--- src/rtl/pilc_pkg.sv ---
package pilc_pkg;
   localparam int unsigned REG_AW = 3;

   typedef enum logic [REG_AW-1:0] {
      RA_PEND = 3'd0,
      RA_CLR  = 3'd1,
      RA_EN   = 3'd2,
      RA_XLVL = 3'd3,
      RA_XID  = 3'd4
   } reg_addr_e;
endpackage

--- src/rtl/pilc_edge.sv ---
module pilc_edge #(
   parameter int unsigned W = 16
) (
   input  logic         clk_i,
   input  logic         rst_ni,
   input  logic [W-1:0] req_i,
   output logic [W-1:0] rise_o
);
   logic [W-1:0] req_q;

   for (genvar g = 0; g < W; g++) begin : g_bit
      always_ff @(posedge clk_i or negedge rst_ni) begin
         if (!rst_ni) req_q[g] <= 1'b0;
         else         req_q[g] <= req_i[g];
      end
      assign rise_o[g] = req_i[g] & ~req_q[g];
   end
endmodule

--- src/rtl/pilc_pend.sv ---
module pilc_pend #(
   parameter int unsigned W = 16
) (
   input  logic         clk_i,
   input  logic         rst_ni,
   input  logic [W-1:0] set_i,
   input  logic [W-1:0] clr_i,
   output logic [W-1:0] pend_o
);
   // a fresh edge outranks a clear in the same cycle
   always_ff @(posedge clk_i or negedge rst_ni) begin
      if (!rst_ni) pend_o <= '0;
      else         pend_o <= (pend_o & ~clr_i) | set_i;
   end
endmodule

--- src/rtl/pilc_prio.sv ---
module pilc_prio #(
   parameter int unsigned W     = 16,
   parameter int unsigned IDX_W = (W > 1) ? $clog2(W) : 1
) (
   input  logic [W-1:0]     vec_i,
   output logic             any_o,
   output logic [IDX_W-1:0] idx_o
);
   // upward scan: the last hit, the highest index, wins
   always_comb begin
      any_o = 1'b0;
      idx_o = '0;
      for (int i = 0; i < W; i++) begin
         if (vec_i[i]) begin
            any_o = 1'b1;
            idx_o = IDX_W'(i);
         end
      end
   end
endmodule

--- src/rtl/pilc_top.sv ---
module pilc_top
   import pilc_pkg::*;
#(
   parameter int unsigned NUM_LVL  = 16,
   parameter int unsigned NUM_EXT  = 16,
   parameter int unsigned DATA_W   = 32,
   parameter int unsigned XLVL_RST = 10,
   localparam int unsigned LVL_W   = $clog2(NUM_LVL)
) (
   input  logic               clk_i,
   input  logic               rst_ni,
   input  logic [NUM_LVL-1:0] prim_req_i,
   input  logic [NUM_EXT-1:0] ext_req_i,
   input  logic [LVL_W-1:0]   pil_i,
   input  logic               et_i,
   input  logic               ack_i,
   input  logic [LVL_W-1:0]   ack_lvl_i,
   output logic [LVL_W-1:0]   irl_o,
   input  logic               reg_wr_i,
   input  logic [REG_AW-1:0]  reg_addr_i,
   input  logic [DATA_W-1:0]  reg_wdata_i,
   output logic [DATA_W-1:0]  reg_rdata_o
);
   localparam int unsigned SRC_W  = NUM_LVL + NUM_EXT;
   localparam int unsigned ID_W   = $clog2(SRC_W);
   localparam int unsigned XIDX_W = (NUM_EXT > 1) ? $clog2(NUM_EXT) : 1;
   localparam logic [LVL_W-1:0] NMI_LVL = LVL_W'(NUM_LVL - 1);

   if ((NUM_LVL < 4) || ((1 << LVL_W) != NUM_LVL)) begin : g_chk_lvl
      $error("NUM_LVL must be a power of two of at least 4");
   end
   if (NUM_EXT < 1) begin : g_chk_ext
      $error("NUM_EXT must be at least 1");
   end
   if (SRC_W > DATA_W) begin : g_chk_w
      $error("DATA_W too narrow for the pending map");
   end
   if ((XLVL_RST < 1) || (XLVL_RST > NUM_LVL - 2)) begin : g_chk_rst
      $error("XLVL_RST must be a maskable level");
   end

   logic [NUM_LVL-1:0] rise_p, set_p, clr_p, ack_clr_p, pend_p, en_p, lvl_act;
   logic [NUM_EXT-1:0] rise_x, clr_x, ack_clr_x, pend_x, en_x, x_act;
   logic [LVL_W-1:0]   xlvl_q, top_lvl;
   logic [ID_W-1:0]    xid_q;
   logic [XIDX_W-1:0]  x_idx;
   logic               x_any, top_any, ext_take, sw_clr, wr_en, wr_xlvl;

   // ---------------- edge capture ----------------
   pilc_edge #(.W(NUM_LVL)) u_edge_p (
      .clk_i(clk_i), .rst_ni(rst_ni), .req_i(prim_req_i), .rise_o(rise_p));
   pilc_edge #(.W(NUM_EXT)) u_edge_x (
      .clk_i(clk_i), .rst_ni(rst_ni), .req_i(ext_req_i), .rise_o(rise_x));

   assign set_p = {rise_p[NUM_LVL-1:1], 1'b0};

   // ---------------- register decode ----------------
   assign sw_clr  = reg_wr_i && (reg_addr_i == RA_CLR);
   assign wr_en   = reg_wr_i && (reg_addr_i == RA_EN);
   assign wr_xlvl = reg_wr_i && (reg_addr_i == RA_XLVL)
                    && (reg_wdata_i[LVL_W-1:0] != '0)
                    && (reg_wdata_i[LVL_W-1:0] != NMI_LVL);

   // ---------------- extended stage ----------------
   assign x_act = pend_x & en_x;

   pilc_prio #(.W(NUM_EXT), .IDX_W(XIDX_W)) u_prio_x (
      .vec_i(x_act), .any_o(x_any), .idx_o(x_idx));

   assign ext_take = ack_i && (ack_lvl_i == xlvl_q) && x_any;

   for (genvar g = 0; g < NUM_EXT; g++) begin : g_xack
      assign ack_clr_x[g] = ext_take && (x_idx == XIDX_W'(g));
   end
   for (genvar g = 0; g < NUM_LVL; g++) begin : g_pack
      assign ack_clr_p[g] = ack_i && (ack_lvl_i == LVL_W'(g));
   end

   assign clr_p = ack_clr_p | ({NUM_LVL{sw_clr}} & reg_wdata_i[NUM_LVL-1:0]);
   assign clr_x = ack_clr_x | ({NUM_EXT{sw_clr}} & reg_wdata_i[SRC_W-1:NUM_LVL]);

   pilc_pend #(.W(NUM_LVL)) u_pend_p (
      .clk_i(clk_i), .rst_ni(rst_ni), .set_i(set_p), .clr_i(clr_p), .pend_o(pend_p));
   pilc_pend #(.W(NUM_EXT)) u_pend_x (
      .clk_i(clk_i), .rst_ni(rst_ni), .set_i(rise_x), .clr_i(clr_x), .pend_o(pend_x));

   // ---------------- level selection ----------------
   always_comb begin
      lvl_act    = pend_p & en_p;
      lvl_act[0] = 1'b0;
      for (int k = 1; k < NUM_LVL; k++) begin
         if (x_any && (xlvl_q == LVL_W'(k))) lvl_act[k] = 1'b1;
      end
   end

   pilc_prio #(.W(NUM_LVL), .IDX_W(LVL_W)) u_prio_l (
      .vec_i(lvl_act), .any_o(top_any), .idx_o(top_lvl));

   assign irl_o = (et_i && top_any && ((top_lvl == NMI_LVL) || (top_lvl > pil_i)))
                  ? top_lvl : '0;

   // ---------------- configuration and ID ----------------
   always_ff @(posedge clk_i or negedge rst_ni) begin
      if (!rst_ni) begin
         en_p   <= '0;
         en_x   <= '0;
         xlvl_q <= LVL_W'(XLVL_RST);
         xid_q  <= '0;
      end else begin
         if (wr_en) begin
            en_p <= reg_wdata_i[NUM_LVL-1:0];
            en_x <= reg_wdata_i[SRC_W-1:NUM_LVL];
         end
         if (wr_xlvl) xlvl_q <= reg_wdata_i[LVL_W-1:0];
         if (ext_take) xid_q <= ID_W'(NUM_LVL) + ID_W'(x_idx);
      end
   end

   // ---------------- read mux ----------------
   always_comb begin
      reg_rdata_o = '0;
      case (reg_addr_i)
         RA_PEND: reg_rdata_o[SRC_W-1:0] = {pend_x, pend_p};
         RA_EN:   reg_rdata_o[SRC_W-1:0] = {en_x, en_p};
         RA_XLVL: reg_rdata_o[LVL_W-1:0] = xlvl_q;
         RA_XID:  reg_rdata_o[ID_W-1:0]  = xid_q;
         default: reg_rdata_o = '0;
      endcase
   end
endmodule

--- config.mk ---
export PLATFORM = sky130hd
export DESIGN_NAME = pilc_top
export DESIGN_NICKNAME = d
export VERILOG_FILES = /design/src/rtl/pilc_pkg.sv /design/src/rtl/pilc_edge.sv /design/src/rtl/pilc_pend.sv /design/src/rtl/pilc_prio.sv /design/src/rtl/pilc_top.sv
export SDC_FILE = /design/constraint.sdc
export NUM_CORES = 1
export LEC_CHECK = 0
export ABC_AREA = 1
export BUFFER_PORTS_ARGS = -buffer_cell sky130_fd_sc_hd__clkbuf_2
export CAP_MARGIN = 20
export CORE_MARGIN = 2
export CORE_UTILIZATION = 30
export CTS_CLUSTER_DIAMETER = 120
export DETAILED_ROUTE_END_ITERATION = 6
export GPL_ROUTABILITY_DRIVEN = 1
export PLACE_DENSITY = 0.47
export SLEW_MARGIN = 40
export SYNTH_ARGS = -nofsm -noshare
export SYNTH_HDL_FRONTEND = slang
export SYNTH_SLANG_ARGS = --single-unit
--- constraint.sdc ---
create_clock -name clk_i -period 4.18 [get_ports clk_i]
set_clock_uncertainty 0.15 [all_clocks]
set_input_delay 0.418 -clock clk_i [delete_from_list [all_inputs] [get_ports clk_i]]
set_output_delay 0.418 -clock clk_i [all_outputs]
set_load 0.02 [all_outputs]
# Word-level counts from Yosys, hierarchy flattened
# Index checks and enable logic that the tools add are counted.
# W data, S select, Z words.
dict set report op_classes {
  add_sub_neg 1
  magnitude_cmp 1
  n_reduce_logical 61
  bitwise 74
  muxes 80
  eq_ne 52
}
# operator count
set ops {}
lappend ops {{$eq A4 B4 Y1 const B} 25}
lappend ops {{$and A16 B16 Y16} 6}
lappend ops {{$mux W4} 17}
lappend ops {{$or A16 B16 Y16} 4}
lappend ops {{$logic_and A1 B1 Y1} 56}
lappend ops {{$pmux W27 S2} 1}
lappend ops {{$eq A4 B3 Y1 const B} 12}
lappend ops {{$mux W1} 48}
lappend ops {{$not A16 Y16} 2}
lappend ops {{$and A1 B1 Y1} 31}
lappend ops {{$not A1 Y1} 31}
lappend ops {{$eq A4 B2 Y1 const B} 6}
lappend ops {{$mux W3} 8}
lappend ops {{$pmux W4 S4} 1}
lappend ops {{$eq A4 B1 Y1 const B} 3}
lappend ops {{$logic_not A4 Y1} 2}
lappend ops {{$mux W2} 4}
lappend ops {{$eq A3 B2 Y1 const B} 2}
lappend ops {{$add A5 B4 Y5 const A} 1}
lappend ops {{$eq A4 B4 Y1} 1}
lappend ops {{$gt A4 B4 Y1} 1}
lappend ops {{$ne A4 B4 Y1 const B} 1}
lappend ops {{$reduce_bool A4 Y1} 1}
lappend ops {{$eq A3 B1 Y1 const B} 1}
lappend ops {{other kinds (4)} 4}
dict set report totals {
  regBits 104
  wordCells 306
  input_bits 80
  out_inout_bits 36
}

# Depth between registers and ports, before layout
# Gate-level depths: netlist of run 1.
dict set report logic_depth {
  word_depth 38
  mapped_depth 30
  ltp_nobuf 30
}

# By module
# Synthesis of run 1 repeated with hierarchy kept, for this count alone.
dict set report hier_totals {
  hier_cells 817
  area_unflattened_um2 5978.2
}
# mod cells_per_inst seq_area_each_um2 area_each_um2 instances
set modules_own_cells {}
lappend modules_own_cells {pilc_top 465 1028.5 3165.5 1}
lappend modules_own_cells {pilc_pend 80 400.4 640.6 2}
lappend modules_own_cells {pilc_edge 48 400.4 560.5 2}
lappend modules_own_cells {pilc_prio 48 0.0 205.2 2}

# Worst setup path before layout of run 1
# No wires, ideal clock.
dict set report synth_path {
  kind {flip-flop to output port}
  start {register u_pend_x.pend_o[4]}
  end {output irl_o[1]}
  n_path_buf 0
  path_slack_ns 0.566
  arrival_time_ns 3.046
  stages_incl_launch_ff 24
  required_time_ns 3.612
  cell_sequence {dfrtp_1 > nand2_2 > nand2_2 > nor2_4 > nand2_2 > nor2_8 > nor3_1 > a22oi_1 > nand2_1 > a31oi_1 > o21ai_0 > nand2_1 > nand2_1 > ha_1 > inv_1 > nor2_1 > o21bai_1 > nand2_1 > o21ai_0 > nand2_1 > nand2_1 > nor2_1 > nor2_2 > a21oi_1}
}
dict set report synth_via {
  elab_chain_len 34
  word_cells_on_any_way 79
  classes_between {order compare (1); eq/ne (1); mux (58); bitwise (1); reduce/logical (18)}
}
# element line_no
set synth_lines {}
lappend synth_lines {{start, declared} pilc_pend.sv:8} ;# output logic [W-1:0] pend_o
lappend synth_lines {{start signal, assigned} pilc_pend.sv:13} ;# else pend_o <= (pend_o & ~clr_i) | set_i;
lappend synth_lines {{$and A16 B16 Y16 *} pilc_top.sv:65} ;# assign x_act = pend_x & en_x;
lappend synth_lines {{$mux W1 * (12 in series)} pilc_prio.sv:14} ;# if (vec_i[i]) begin
lappend synth_lines {{$logic_and A1 B1 Y1} pilc_top.sv:92} ;# if (x_any && (xlvl_q == LVL_W'(k))) lvl_act[k] = 1'b1;
lappend synth_lines {{$mux W1} pilc_top.sv:92}
lappend synth_lines {{$mux W1} pilc_prio.sv:14}
lappend synth_lines {{$mux W2 (2 in series)} pilc_prio.sv:14}
lappend synth_lines {{$mux W3 (4 in series)} pilc_prio.sv:14}
lappend synth_lines {{$mux W4 (8 in series)} pilc_prio.sv:14}
lappend synth_lines {{$gt A4 B4 Y1 / $eq A4 B4 Y1 (equally long branches)} pilc_top.sv:99} ;# assign irl_o = (et_i && top_any && ((top_lvl == NMI_LVL) || (top_lvl > pil_i)))
lappend synth_lines {{$logic_or A1 B1 Y1} pilc_top.sv:99}
lappend synth_lines {{$logic_and A1 B1 Y1} pilc_top.sv:99}
lappend synth_lines {{$mux W4 *} pilc_top.sv:100} ;# ? top_lvl : '0;
lappend synth_lines {{end, declared} pilc_top.sv:18} ;# output logic [LVL_W-1:0] irl_o,
# Mark *: on every way between the ends. The rest lies on a longest branch, timed or not.

# Final worst setup path of run 1
dict set report layout_path {
  start {register en_x[15]}
  end {output irl_o[2]}
}
dict set report layout_via {
  elab_chain_len 23
  word_cells_on_any_way 68
  classes_between {order compare (1); eq/ne (1); mux (47); bitwise (1); reduce/logical (18)}
}
# element line_no
set layout_lines {}
lappend layout_lines {{start, declared} pilc_top.sv:43} ;# logic [NUM_EXT-1:0] rise_x, clr_x, ack_clr_x, pend_x, en_x, x_act;
lappend layout_lines {{start signal, assigned} pilc_top.sv:112} ;# en_x <= reg_wdata_i[SRC_W-1:NUM_LVL];
lappend layout_lines {{$and A16 B16 Y16 *} pilc_top.sv:65}
lappend layout_lines {{$mux W1 *} pilc_prio.sv:14}
lappend layout_lines {{$logic_and A1 B1 Y1} pilc_top.sv:92}
lappend layout_lines {{$mux W1} pilc_top.sv:92}
lappend layout_lines {{$mux W1} pilc_prio.sv:14}
lappend layout_lines {{$mux W2 (2 in series)} pilc_prio.sv:14}
lappend layout_lines {{$mux W3 (4 in series)} pilc_prio.sv:14}
lappend layout_lines {{$mux W4 (8 in series)} pilc_prio.sv:14}
lappend layout_lines {{$gt A4 B4 Y1 / $eq A4 B4 Y1 (equally long branches)} pilc_top.sv:99}
lappend layout_lines {{$logic_or A1 B1 Y1} pilc_top.sv:99}
lappend layout_lines {{$logic_and A1 B1 Y1} pilc_top.sv:99}
lappend layout_lines {{$mux W4 *} pilc_top.sv:100}
# Marked as above.

==> run metrics, run 1 <==
Max Cap Violations=0; Final #Nets=about 820; TritonCTS clock tree=yes; fin. max-slew vios=0; met2 GRT Util=30.4%; Syn. warnings=0; Final Power=just under 3000 uW; Slew @ Worst Pin=0.693 ns; arrival time worst endpoint=between 3 and 4 ns; 1st-iter DRT viols=approximately 280; post-synthesis compound-gate area fraction=between 20% and 30%; Core Util, Final=a little under two fifths; final WL=around 16,000 um; core area=approximately 0.017 mm2; area of the multi-input gates=0.00213 mm2; min cycle time layout=between 4 and 5 ns; final std cells w/o fill=a little under 1k; Total GRT Usage=~18%; initial core utilization=30.4%; number of synthesized flops with an enable pin=0; worst skew pair latency=roughly 0.35 ns; busiest grt layer=met2; crit-path max FO=8; register area=roughly 0.0026 mm2; grt met1 use=21.6%; syn_area_per_cell=roughly 8.5 um2; share of cells above drive strength 1=around 28%; Cells after DPL=about 940; HPWL Detailed=roughly 12,000 um; f_max=~0.25 GHz; total negative slack=0 ns; Die Ht=between 100 and 150 um; Root Driver=clkbuf_16; Async SR Flop Fraction=100%; Period Utilization, post-route=between 90% and 100%; Synth Flop Type=dfrtp_1; CTS H-tree lvls=3; RSZ-0062 raised after global routing=true; post-synth cell types=39; mux cell area share after synthesis=0%; status=finished, final reports clean; leakage=around 0.0033 uW; initial antenna violation count=3; Hold Startpoint=ext_req_i[1]; hold_ws=slightly above 0.03 ns; part of the Yosys area used for sequential elements=around half; Crit Path Class=register to primary output; Setup crit end kind=primary output; startpoint class of the critical path=register; Hold Path Stages=1; CTS max path bufs=2; DIE WIDTH=135 um; IO Port Bufs=~110; n_diodes=0; Congestion Overflow GR=0; drt wl/cell=between 15 and 20 um; I/O pin total=116; ANT nets after route=0; worst hold path class=primary input to register; CTS sink cnt=about 100; GR Util met3=under 10%; total die area=around 0.018 mm2; first drt pass iteration count=5; Synth Register Bits=roughly 100; Routability Congestion=0.874; max_slew headroom=between 50% and 60%; clock-pin slew on the worst setup and hold paths=approximately 0.070 ns; first-pass GRT wire length=25,000 um; reg-to-reg startpoint=xlvl_q[1]; simple-gate share of the synthesized area=16.7%; Power Density=456 mW/mm2; drt drc=0; largest family of logic cells by synthesized area=compound AO/OA/AOI/OAI gates; Data required, critical path=around 3.6 ns; vias in the first global route=between 4k and 5k; area grow syn2layout=26.0%; largest net degree at the start of global routing=83; Worst R2R Path Depth=9; vias per std cell=a little under 5; syn_nets=roughly 690; Adder-Cell Fraction of Synth Area=less than 1%; Vias=4,681; synthesized cell area=slightly above 0.005 mm2; Syn Inst Count=between 600 and 700; number of core rows=48; Fin. Hold Viols=0; XOR/XNOR share of the synthesized area=0%; Num CTS Buffers=9; setup violators final=0; Crit. Startpoint=en_x[15]; maximum vdd drop=between 0.2 and 0.25 mV; layout filler cell count=approximately 1.8k
==> worst max-delay path, cell delays in order, from the launching register on <==
cell	delay [ns]
dfrtp_1	0.41
nand2_4	0.12
nand2_4	0.06
nor2_4	0.17
nand2_4	0.09
nor2_8	0.20
nor3_1	0.08
inv_1	0.12
o22ai_1	0.08
inv_1	0.09
nand2_2	0.07
a31oi_2	0.16
o21ai_1	0.08
nand2_1	0.10
nand2_1	0.06
ha_1	0.29
inv_2	0.06
nor2_2	0.03
o21bai_1	0.10
nand2_1	0.06
o21ai_1	0.06
nand2_1	0.07
nand2_2	0.12
nor2_4	0.05
nor2_4	0.15
a21oi_2	0.04
buf_4	0.16
==> repair_timing <==
item | CTS | global route
hold buffers | 1 | 0
gates resized for setup | 1 | 37
endpoints found under the setup margin | 1 | 4
buffers inserted | 0 | 12
pin swaps | 0 | 14
endpoints found under the hold margin | 2 | 0
==> layer usage <==
metal	share of wire (%)	vias up	wire length, um
li1	-	2296	-
met1	42	2210	6580
met2	49	154	7560
met3	7.5	17	1160
met4	1.4	4	211
met5	0.17	-	26
==> kinds of logic after synthesis <==
family                     count (synthesis)
adders and majority gates                  4
AOI/OAI and AO/OA                        170
buffers and inverters                    144
and+or+nand+nor                          188
DFF                                      104
==> cell usage in the layout (no fill, tap or decap), types with 7 or more instances in the layout <==
master,count
inv_1,121
clkbuf_2,109
nand2_2,19
nand2_1,113
o21ai_1,11
a32o_1,15
buf_4,19
o21ai_0,54
nand3_1,13
dfrtp_1,102
nor2_4,7
o22ai_1,46
clkbuf_16,9
nor2_1,15
o221ai_1,17
==> power by group <==
part / internal (uW) / switching (uW) / total [uW]
clock network: 475 / 365 / 840
registers: 1140 / 98.8 / 1240
logic: 341 / 554 / 895
total: 1950 / 1020 / 2970
==> sequential cells by signal, indices dropped and copies added, names as in the netlist <==
name and cells:
u_edge_x.req_q 16, en_p 16, u_pend_p.pend_o 16, xlvl_q 4, xid_q 5, u_edge_p.req_q 15, u_pend_x.pend_o 16, en_x 16
==> cell usage after synthesis (2+ instances only) <==
master,number,area [um2]
a21oi_1,8,40.0
o2111ai_1,2,17.5
clkbuf_1,15,56.3
nor3_1,3,15.0
dfrtp_1,102,2550
nand2_1,117,439
nand3_1,13,65.1
dfstp_2,2,52.6
o221ai_1,17,149
ha_1,4,50.1
inv_2,5,18.8
nor2_4,3,33.8
nand2_2,16,100
nor4_1,2,12.5
nand2_4,3,33.8
o21ai_0,57,285
o21ai_1,8,40.0
nor2_1,22,82.6
a211o_1,2,17.5
a31oi_1,3,18.8
a22oi_1,3,22.5
o22ai_1,46,288
o21bai_1,3,22.5
inv_1,122,458
nand4_1,2,12.5
nor2_2,3,18.8
a32o_1,15,150
==> final cells by class <==
class,instances,area share [%]
flip-flops and latches,104,39.9
clock inverters,3,0.672
repair buffers,132,11.3
multi-input cells,362,32.7
well taps,225,4.32
inverters,128,7.37
clock buffers,11,3.72
==> final timing paths <==
kind	endpoint	slack (ns)
worst max register to register	u_pend_x.pend_o[1]	1.70
worst max-delay path	irl_o[2]	0.14
min in group asynchronous	u_pend_p.pend_o[9]	0.51
worst min register to register	u_pend_x.pend_o[7]	0.26
max in group asynchronous	en_x[8]	2.58
worst min-delay path	u_edge_x.req_q[1]	0.03
==> stage by stage <==
stage | setup WS, ns | area (um2)
global placement | 0.469 | 6000
floorplan | 0.566 | 5180
detailed placement | 0.403 | 6020
global route | -0.140 | 6520
CTS | 0.00981 | 6320
finish | 0.141 | 6520
(Power assumes the default switching activity.)
==> run 2, diff against run 1 <==
--- a/config.mk
+++ b/config.mk
@@ -13,7 +13,7 @@
 export CTS_CLUSTER_DIAMETER = 120
 export DETAILED_ROUTE_END_ITERATION = 6
 export GPL_ROUTABILITY_DRIVEN = 1
-export PLACE_DENSITY = 0.47
+export PLACE_DENSITY = 0.49
 export SLEW_MARGIN = 40
 export SYNTH_ARGS = -nofsm -noshare
 export SYNTH_HDL_FRONTEND = slang
==> constraint.sdc (replaced) <==
create_clock -name clk_i -period 3.34 [get_ports clk_i]
set_clock_uncertainty 0.15 [all_clocks]
set_input_delay 0.334 -clock clk_i [delete_from_list [all_inputs] [get_ports clk_i]]
set_output_delay 0.334 -clock clk_i [all_outputs]
set_load 0.05 [all_outputs]
==> run 2 against run 1 <==
- the run now ends with setup timing left
- sequential cell count is the same
- register-to-register slack lost 0.91 ns
- global-route usage is 1.2 points higher
- non-clock buffer count increased by 111
- count of clock-buffer cells in the layout rose by 1
- critical path depth decreased by 3
- sequential share of layout area down 5.3 points
- clock power is 19% higher
- die area stayed put
- critical endpoint is now irl_o[1]
- largest power group is now combinational logic
==> run metrics, run 2 (synthesis results as in run 1) <==
met3 wire length=1020 um (-12%); Setup crit end kind=primary output; vias in the first global route=5,355 (+9.0%); status=finished, violations left; clock-pin slew on the worst setup and hold paths=0.07 ns (about the same); setup violators final=4 (+4); commonest non-fill, non-tap cell in the layout=inv_1; Placed Area=0.00671 mm2 (+11%); Root Driver=clkbuf_16; vias per std cell=4.72 (-2.6%); IO Port Bufs=114 (unchanged); Crit Path Class=register to primary output; reg-to-reg startpoint=xlvl_q[1]; startpoint class of the critical path=register; drt drc=0 (unchanged); RSZ-0062 raised after global routing=true; core area=0.0171 mm2 (unchanged); Max Cap Violations=0 (unchanged); CTS max path bufs=2 (unchanged); P_int=2690 uW (+38%); clock network power share=23.6% (-4.7 points); share of cells above drive strength 1=34.3% (+6.6 points); area of the multi-input gates=0.00220 mm2 (+2.9%); maximum vdd drop=0.282 mV (+39%); register area=0.00261 mm2 (unchanged); Total GRT Usage=19.0% (+1.2 points); Sw Pwr=1530 uW (+50%); metal2 WL=8280 um (+9.5%); DIE WIDTH=135 um (unchanged); drt wl/cell=15.4 um (-4.1%); Comb power frac=40.2% (+10 points); number of core rows=48 (unchanged); most frequent cells in the layout=inv_1 (121), clkbuf_2 (109), nand2_1 (108); min cycle time layout=approximately 4 ns; Congestion Overflow GR=0 (unchanged); TritonCTS clock tree=yes; layout filler cell count=1,771 (-3.0%); hold_ws=0.0821 ns (+0.0514 ns); sequential power share=36.2% (-5.4 points); Vias=5,091 (+8.8%); Crit. Startpoint=u_pend_x.pend_o[6]; Data required, critical path=2.86 ns (-0.75 ns); I/O pin total=116 (unchanged); Power Density=561 mW/mm2 (+23%); fin. max-slew vios=0 (unchanged); first-pass GRT wire length=26,800 um (+7.5%); Hold Startpoint=reg_wdata_i[20]; Slew @ Worst Pin=0.692 ns (-0.000593 ns); wire length on met1=7090 um (+7.7%); 1st-iter DRT viols=317 (+14%); worst skew pair latency=0.36 ns (about the same); Fin. Hold Viols=0 (unchanged); ANT nets after route=0 (unchanged); final WL=16,600 um (+7.1%); Routability Congestion=0.866 (-0.94%); max_slew headroom=53.9% (+0.15 points); Period Utilization, post-route=118%; area grow syn2layout=45.4%; setup slack after layout=-0.605 ns (-0.746 ns); HPWL Detailed=12,400 um (+6.8%); initial antenna violation count=0 (-3); largest net degree at the start of global routing=56 (-33%); post-route cell area=0.00753 mm2 (+15%); leakage=0.00387 uW (+16%); CTS H-tree lvls=3 (unchanged); total die area=0.0183 mm2 (unchanged); n_diodes=0 (unchanged); CTS sink cnt=104 (unchanged); worst hold path class=primary input to register; f_max=around 0.25 GHz; top sig layer=met4; initial core utilization=30.4% (unchanged); crit-path max FO=8 (unchanged); Final #Nets=932 (+14%); sw frac=36.3% (+2.0 points); arrival time worst endpoint=3.46 ns (about the same); failing checks=setup timing; first drt pass iteration count=5 (unchanged); Die Ht=135 um (unchanged); Num CTS Buffers=9 (unchanged)
-- run 2: worst paths after layout --
path / end / slack, ns / cells after the start
worst min-delay path: en_x[4] / 0.08 / 3
worst max-delay path: irl_o[1] / -0.61 / 23
worst max register to register: u_pend_x.pend_o[1] / 0.79 / 10
worst min register to register: u_pend_x.pend_o[8] / 0.26 / 1
max in group asynchronous: u_pend_p.pend_o[15] / 1.86 / 3
min in group asynchronous: u_pend_p.pend_o[11] / 0.41 / 2
-- run 2: per-layer routing --
metal / track usage [%] / up-vias
met5: 0 / -
met4: 4.86 / 0
met3: 4.75 / 19
met2: 33.8 / 155
met1: 23.0 / 2402
li1: - / 2515
-- run 2: power groups by stage --
| stage | clock network (uW) | logic [uW] | registers (uW) |
|---|---|---|---|
| after CTS | 1030 | 1670 | 1520 |
| final | 996 | 1700 | 1530 |
| after detailed placement | 0 | 1520 | 1550 |
| after global routing | 1080 | 1860 | 1550 |
| after floorplan | 0 | 862 | 1530 |
| after global placement | 0 | 1500 | 1540 |
-- run 2: critical path, cell delays in order (launching register included) --
cell	delay [ns]
dfrtp_1	0.40
nand2_2	0.08
nand2_2	0.07
nor2_4	0.15
nand2_4	0.08
nor2_8	0.19
inv_2	0.08
a22oi_4	0.13
buf_4	0.13
a31oi_1	0.06
o21ai_1	0.14
nand2_1	0.08
buf_4	0.13
buf_4	0.12
buf_4	0.12
buf_4	0.12
buf_4	0.12
buf_4	0.12
buf_4	0.12
buf_4	0.12
buf_4	0.12
buf_4	0.13
a21oi_4	0.14
buf_12	0.15
-- run 2: cell type report --
class | instances | area share (%)
inverter | 128 | 6.38
sequential | 104 | 34.6
multi-input combinational | 362 | 29.2
tap | 225 | 3.74
clock buffer | 12 | 3.14
clock inverter | 4 | 0.399
timing repair buffer | 243 | 22.6
-- run 2: repair_timing --
| item | in CTS | in global routing |
|---|---|---|
| endpoints found under the hold margin | 78 | 0 |
| setup endpoints to repair | 4 | 4 |
| hold buffers | 32 | 0 |
| gates resized for setup | 15 | 11 |
| pin swaps | 16 | 14 |
| buffers inserted | 15 | 3 |
-- run 2: per-stage QoR --
stage | power, uW | setup slack [ns] | TNS (ns) | util (%) | instances
floorplan | 2390 | -0.173 | -0.520 | - | 610
global placement | 3040 | -0.199 | -0.597 | 39.3 | 1012
detailed placement | 3070 | -0.285 | -0.906 | 39.3 | 1012
CTS | 4220 | -0.622 | -2.41 | 43.8 | 1075
global route | 4480 | -0.875 | -3.40 | 44.1 | 1078
finish | 4220 | -0.605 | -2.26 | 44.1 | 1078
==> run 3, diff against run 2 <==
==> constraint.sdc (replaced) <==
create_clock -name clk_i -period 3.34 [get_ports clk_i]
set_clock_uncertainty 0.15 [all_clocks]
set_input_delay 0.668 -clock clk_i [delete_from_list [all_inputs] [get_ports clk_i]]
set_output_delay 0.668 -clock clk_i [all_outputs]
set_load 0.05 [all_outputs]
==> run 3 against run 2 <==
- the run still ends with setup timing left
- sequential cell count unchanged
- final cell count fell by 1.8%
- core utilization shrank 0.79 points
- setup slack worse by 0.34 ns
- global-route usage is 0.27 points lower
- first-iteration DRC count shrank 2.5%
- combinational power about the same
- critical path type unchanged
- largest cell class unchanged
- highest routed layer unchanged
==> run metrics, run 3 (synthesis results as in run 1) <==
status=finished, violations left; failing checks=setup timing; P_int=2750 uW (+2.0%); CTS Hold Buffers Added=0 (-100%); initial core utilization=30.4% (unchanged); Sw Pwr=1530 uW (-0.33%); sw frac=35.7% (-0.54 points); CTS max path bufs=2 (unchanged); post-route cell area=0.00739 mm2 (-1.8%); reg-to-reg startpoint=xlvl_q[1]; Fin. Hold Viols=0 (unchanged); worst reg2reg endpoint=u_pend_x.pend_o[0]; number of core rows=48 (unchanged); f_max=0.233 GHz (-7.9%); vias per std cell=4.76 (+0.89%); worst hold path class=primary input to asynchronous set/reset pin; largest net degree at the start of global routing=59 (+5.4%); Crit path largest cell delay=0.39 ns (about the same); CTS H-tree lvls=3 (unchanged); worst skew pair latency=0.36 ns (about the same); final std cells w/o fill=1,059 (-1.8%); Num CTS Buffers=9 (unchanged); Core Util, Final=43.3% (-0.79 points); final WL=16,500 um (-0.56%); Slowest cell on crit path=dfrtp_1; 1st-iter DRT viols=309 (-2.5%); first-pass GRT wire length=26,400 um (-1.6%); Worst R2R Setup Slack=0.82 ns (+0.03 ns); Vias=5,046 (-0.88%); Root Driver=clkbuf_16; Period Utilization, post-route=128% (+10 points); kind of cell adding the most delay to the critical path=simple AND/OR/NAND/NOR gates; commonest non-fill, non-tap cell in the layout=inv_1; Max Cap Violations=0 (unchanged); sequential power share=35.8% (-0.4 points); Setup crit end kind=primary output; vias in the first global route=5,233 (-2.3%); most frequent cells in the layout=inv_1 (120), nand2_1 (107), buf_4 (107); drt wl/cell=15.6 um (+1.2%); CTS sink cnt=104 (unchanged); clock-pin slew on the worst setup and hold paths=0.07 ns (about the same); Worst R2R Path Depth=10 (unchanged); setup slack after layout=-0.946 ns (-0.341 ns); share of cells above drive strength 1=37.2% (+2.9 points); cell repeated most along the worst path=nand2_1; Crit Path Class=register to primary output; clock network power share=24.7% (+1.1 points); first drt pass iteration count=4 (-1); Data required, critical path=2.52 ns (-0.34 ns); startpoint class of the critical path=register; IO Port Bufs=114 (unchanged); DIE WIDTH=135 um (unchanged); Final #Nets=912 (-2.1%); min cycle time layout=4.29 ns (+0.341 ns); TritonCTS clock tree=yes; I/O pin total=116 (unchanged); Slew @ Worst Pin=0.646 ns (-0.0467 ns); WP buf/inv=1 (-12); Comb power frac=39.6% (-0.6 points); crit-path max FO=8 (unchanged); leakage=0.00382 uW (-1.1%); setup violators final=4 (unchanged); Total GRT Usage=18.7% (-0.27 points); core area=0.0171 mm2 (unchanged); Final Power=4270 uW (+1.2%); area grow syn2layout=42.8%; drt drc=0 (unchanged); Routability Congestion=0.870 (+0.43%); RSZ-0062 raised after global routing=true; ANT nets after route=0 (unchanged); total negative slack=-3.62 ns (-1.37 ns); Placed Area=0.00685 mm2 (+2.2%); Power Density=578 mW/mm2 (+3.0%); Die Ht=135 um (unchanged); arrival time worst endpoint=3.47 ns (about the same); maximum vdd drop=0.285 mV (+0.92%); Cells after DPL=1,025 (+1.3%); HPWL Detailed=12,600 um (+1.6%); Congestion Overflow GR=0 (unchanged); initial antenna violation count=1 (+1); total die area=0.0183 mm2 (unchanged); max_slew headroom=57.0% (+3.1 points); fin. max-slew vios=0 (unchanged)
run 3: metrics by stage:
stage          hold WS (ns)  setup WS, ns
6_report              0.172        -0.946
4_1_cts               0.192        -0.885
5_1_grt               0.215         -1.24
3_3_place_gp          0.245        -0.544
3_5_place_dp          0.250        -0.631
2_1_floorplan         0.222        -0.507
run 3: worst reg2reg max path: stages (launching register included):
cell and delay [ns]:
dfstp_2 0.59, inv_2 0.09, buf_4 0.14, nand2_1 0.04
o21ai_0 0.10, nor4_2 0.38, nand2_2 0.20, inv_2 0.14
nand4_1 0.22, o221ai_1 0.24, o21ai_0 0.12
run 3: metal layers:
layer  global-route usage [%]  vias up  part of all wire, %
li1                         -     2469                    -
met1                     22.7     2409                   42
met2                     32.9      143                   50
met3                     3.93       25                  5.5
met4                     6.66        0                  2.3
met5                        0        -                    0
run 3: what timing repair did:
action,in CTS,in global routing
setup buffers,9,8
endpoints found under the setup margin,4,4
gates resized for setup,24,9
pin swaps,12,18
cloned,0,0
run 3: final cells by class:
class                           count  area (um2)
Tap cell                          225         282
Sequential cell                   104        2610
Clock inverter                      3        22.5
Clock buffer                       13         270
Antenna cell                        1        2.50
Multi-Input combinational cell    362        2210
Inverter                          128         480
Fill cell                        1765        9660
Timing Repair Buffer              223        1530
run 3: power by group through the flow:
stage / registers (uW) / clock network [uW] / logic, uW
floorplan: 1530 / 0 / 862
global placement: 1540 / 0 / 1540
detailed placement: 1540 / 0 / 1570
CTS: 1520 / 1090 / 1660
global route: 1550 / 1140 / 1850
finish: 1530 / 1050 / 1690
run 3: how the worst max path moves through the flow:
stage / startpoint / depth (start not counted) / end / slack, ns
final: en_x[7] / 30 / irl_o[2] / -0.95
after global routing: en_x[7] / 30 / irl_o[2] / -1.24
after CTS: u_pend_x.pend_o[10] / 30 / irl_o[2] / -0.88
after detailed placement: u_pend_x.pend_o[6] / 23 / irl_o[2] / -0.63
after global placement: u_pend_x.pend_o[4] / 23 / irl_o[1] / -0.54
after floorplan: en_x[15] / 22 / irl_o[0] / -0.51
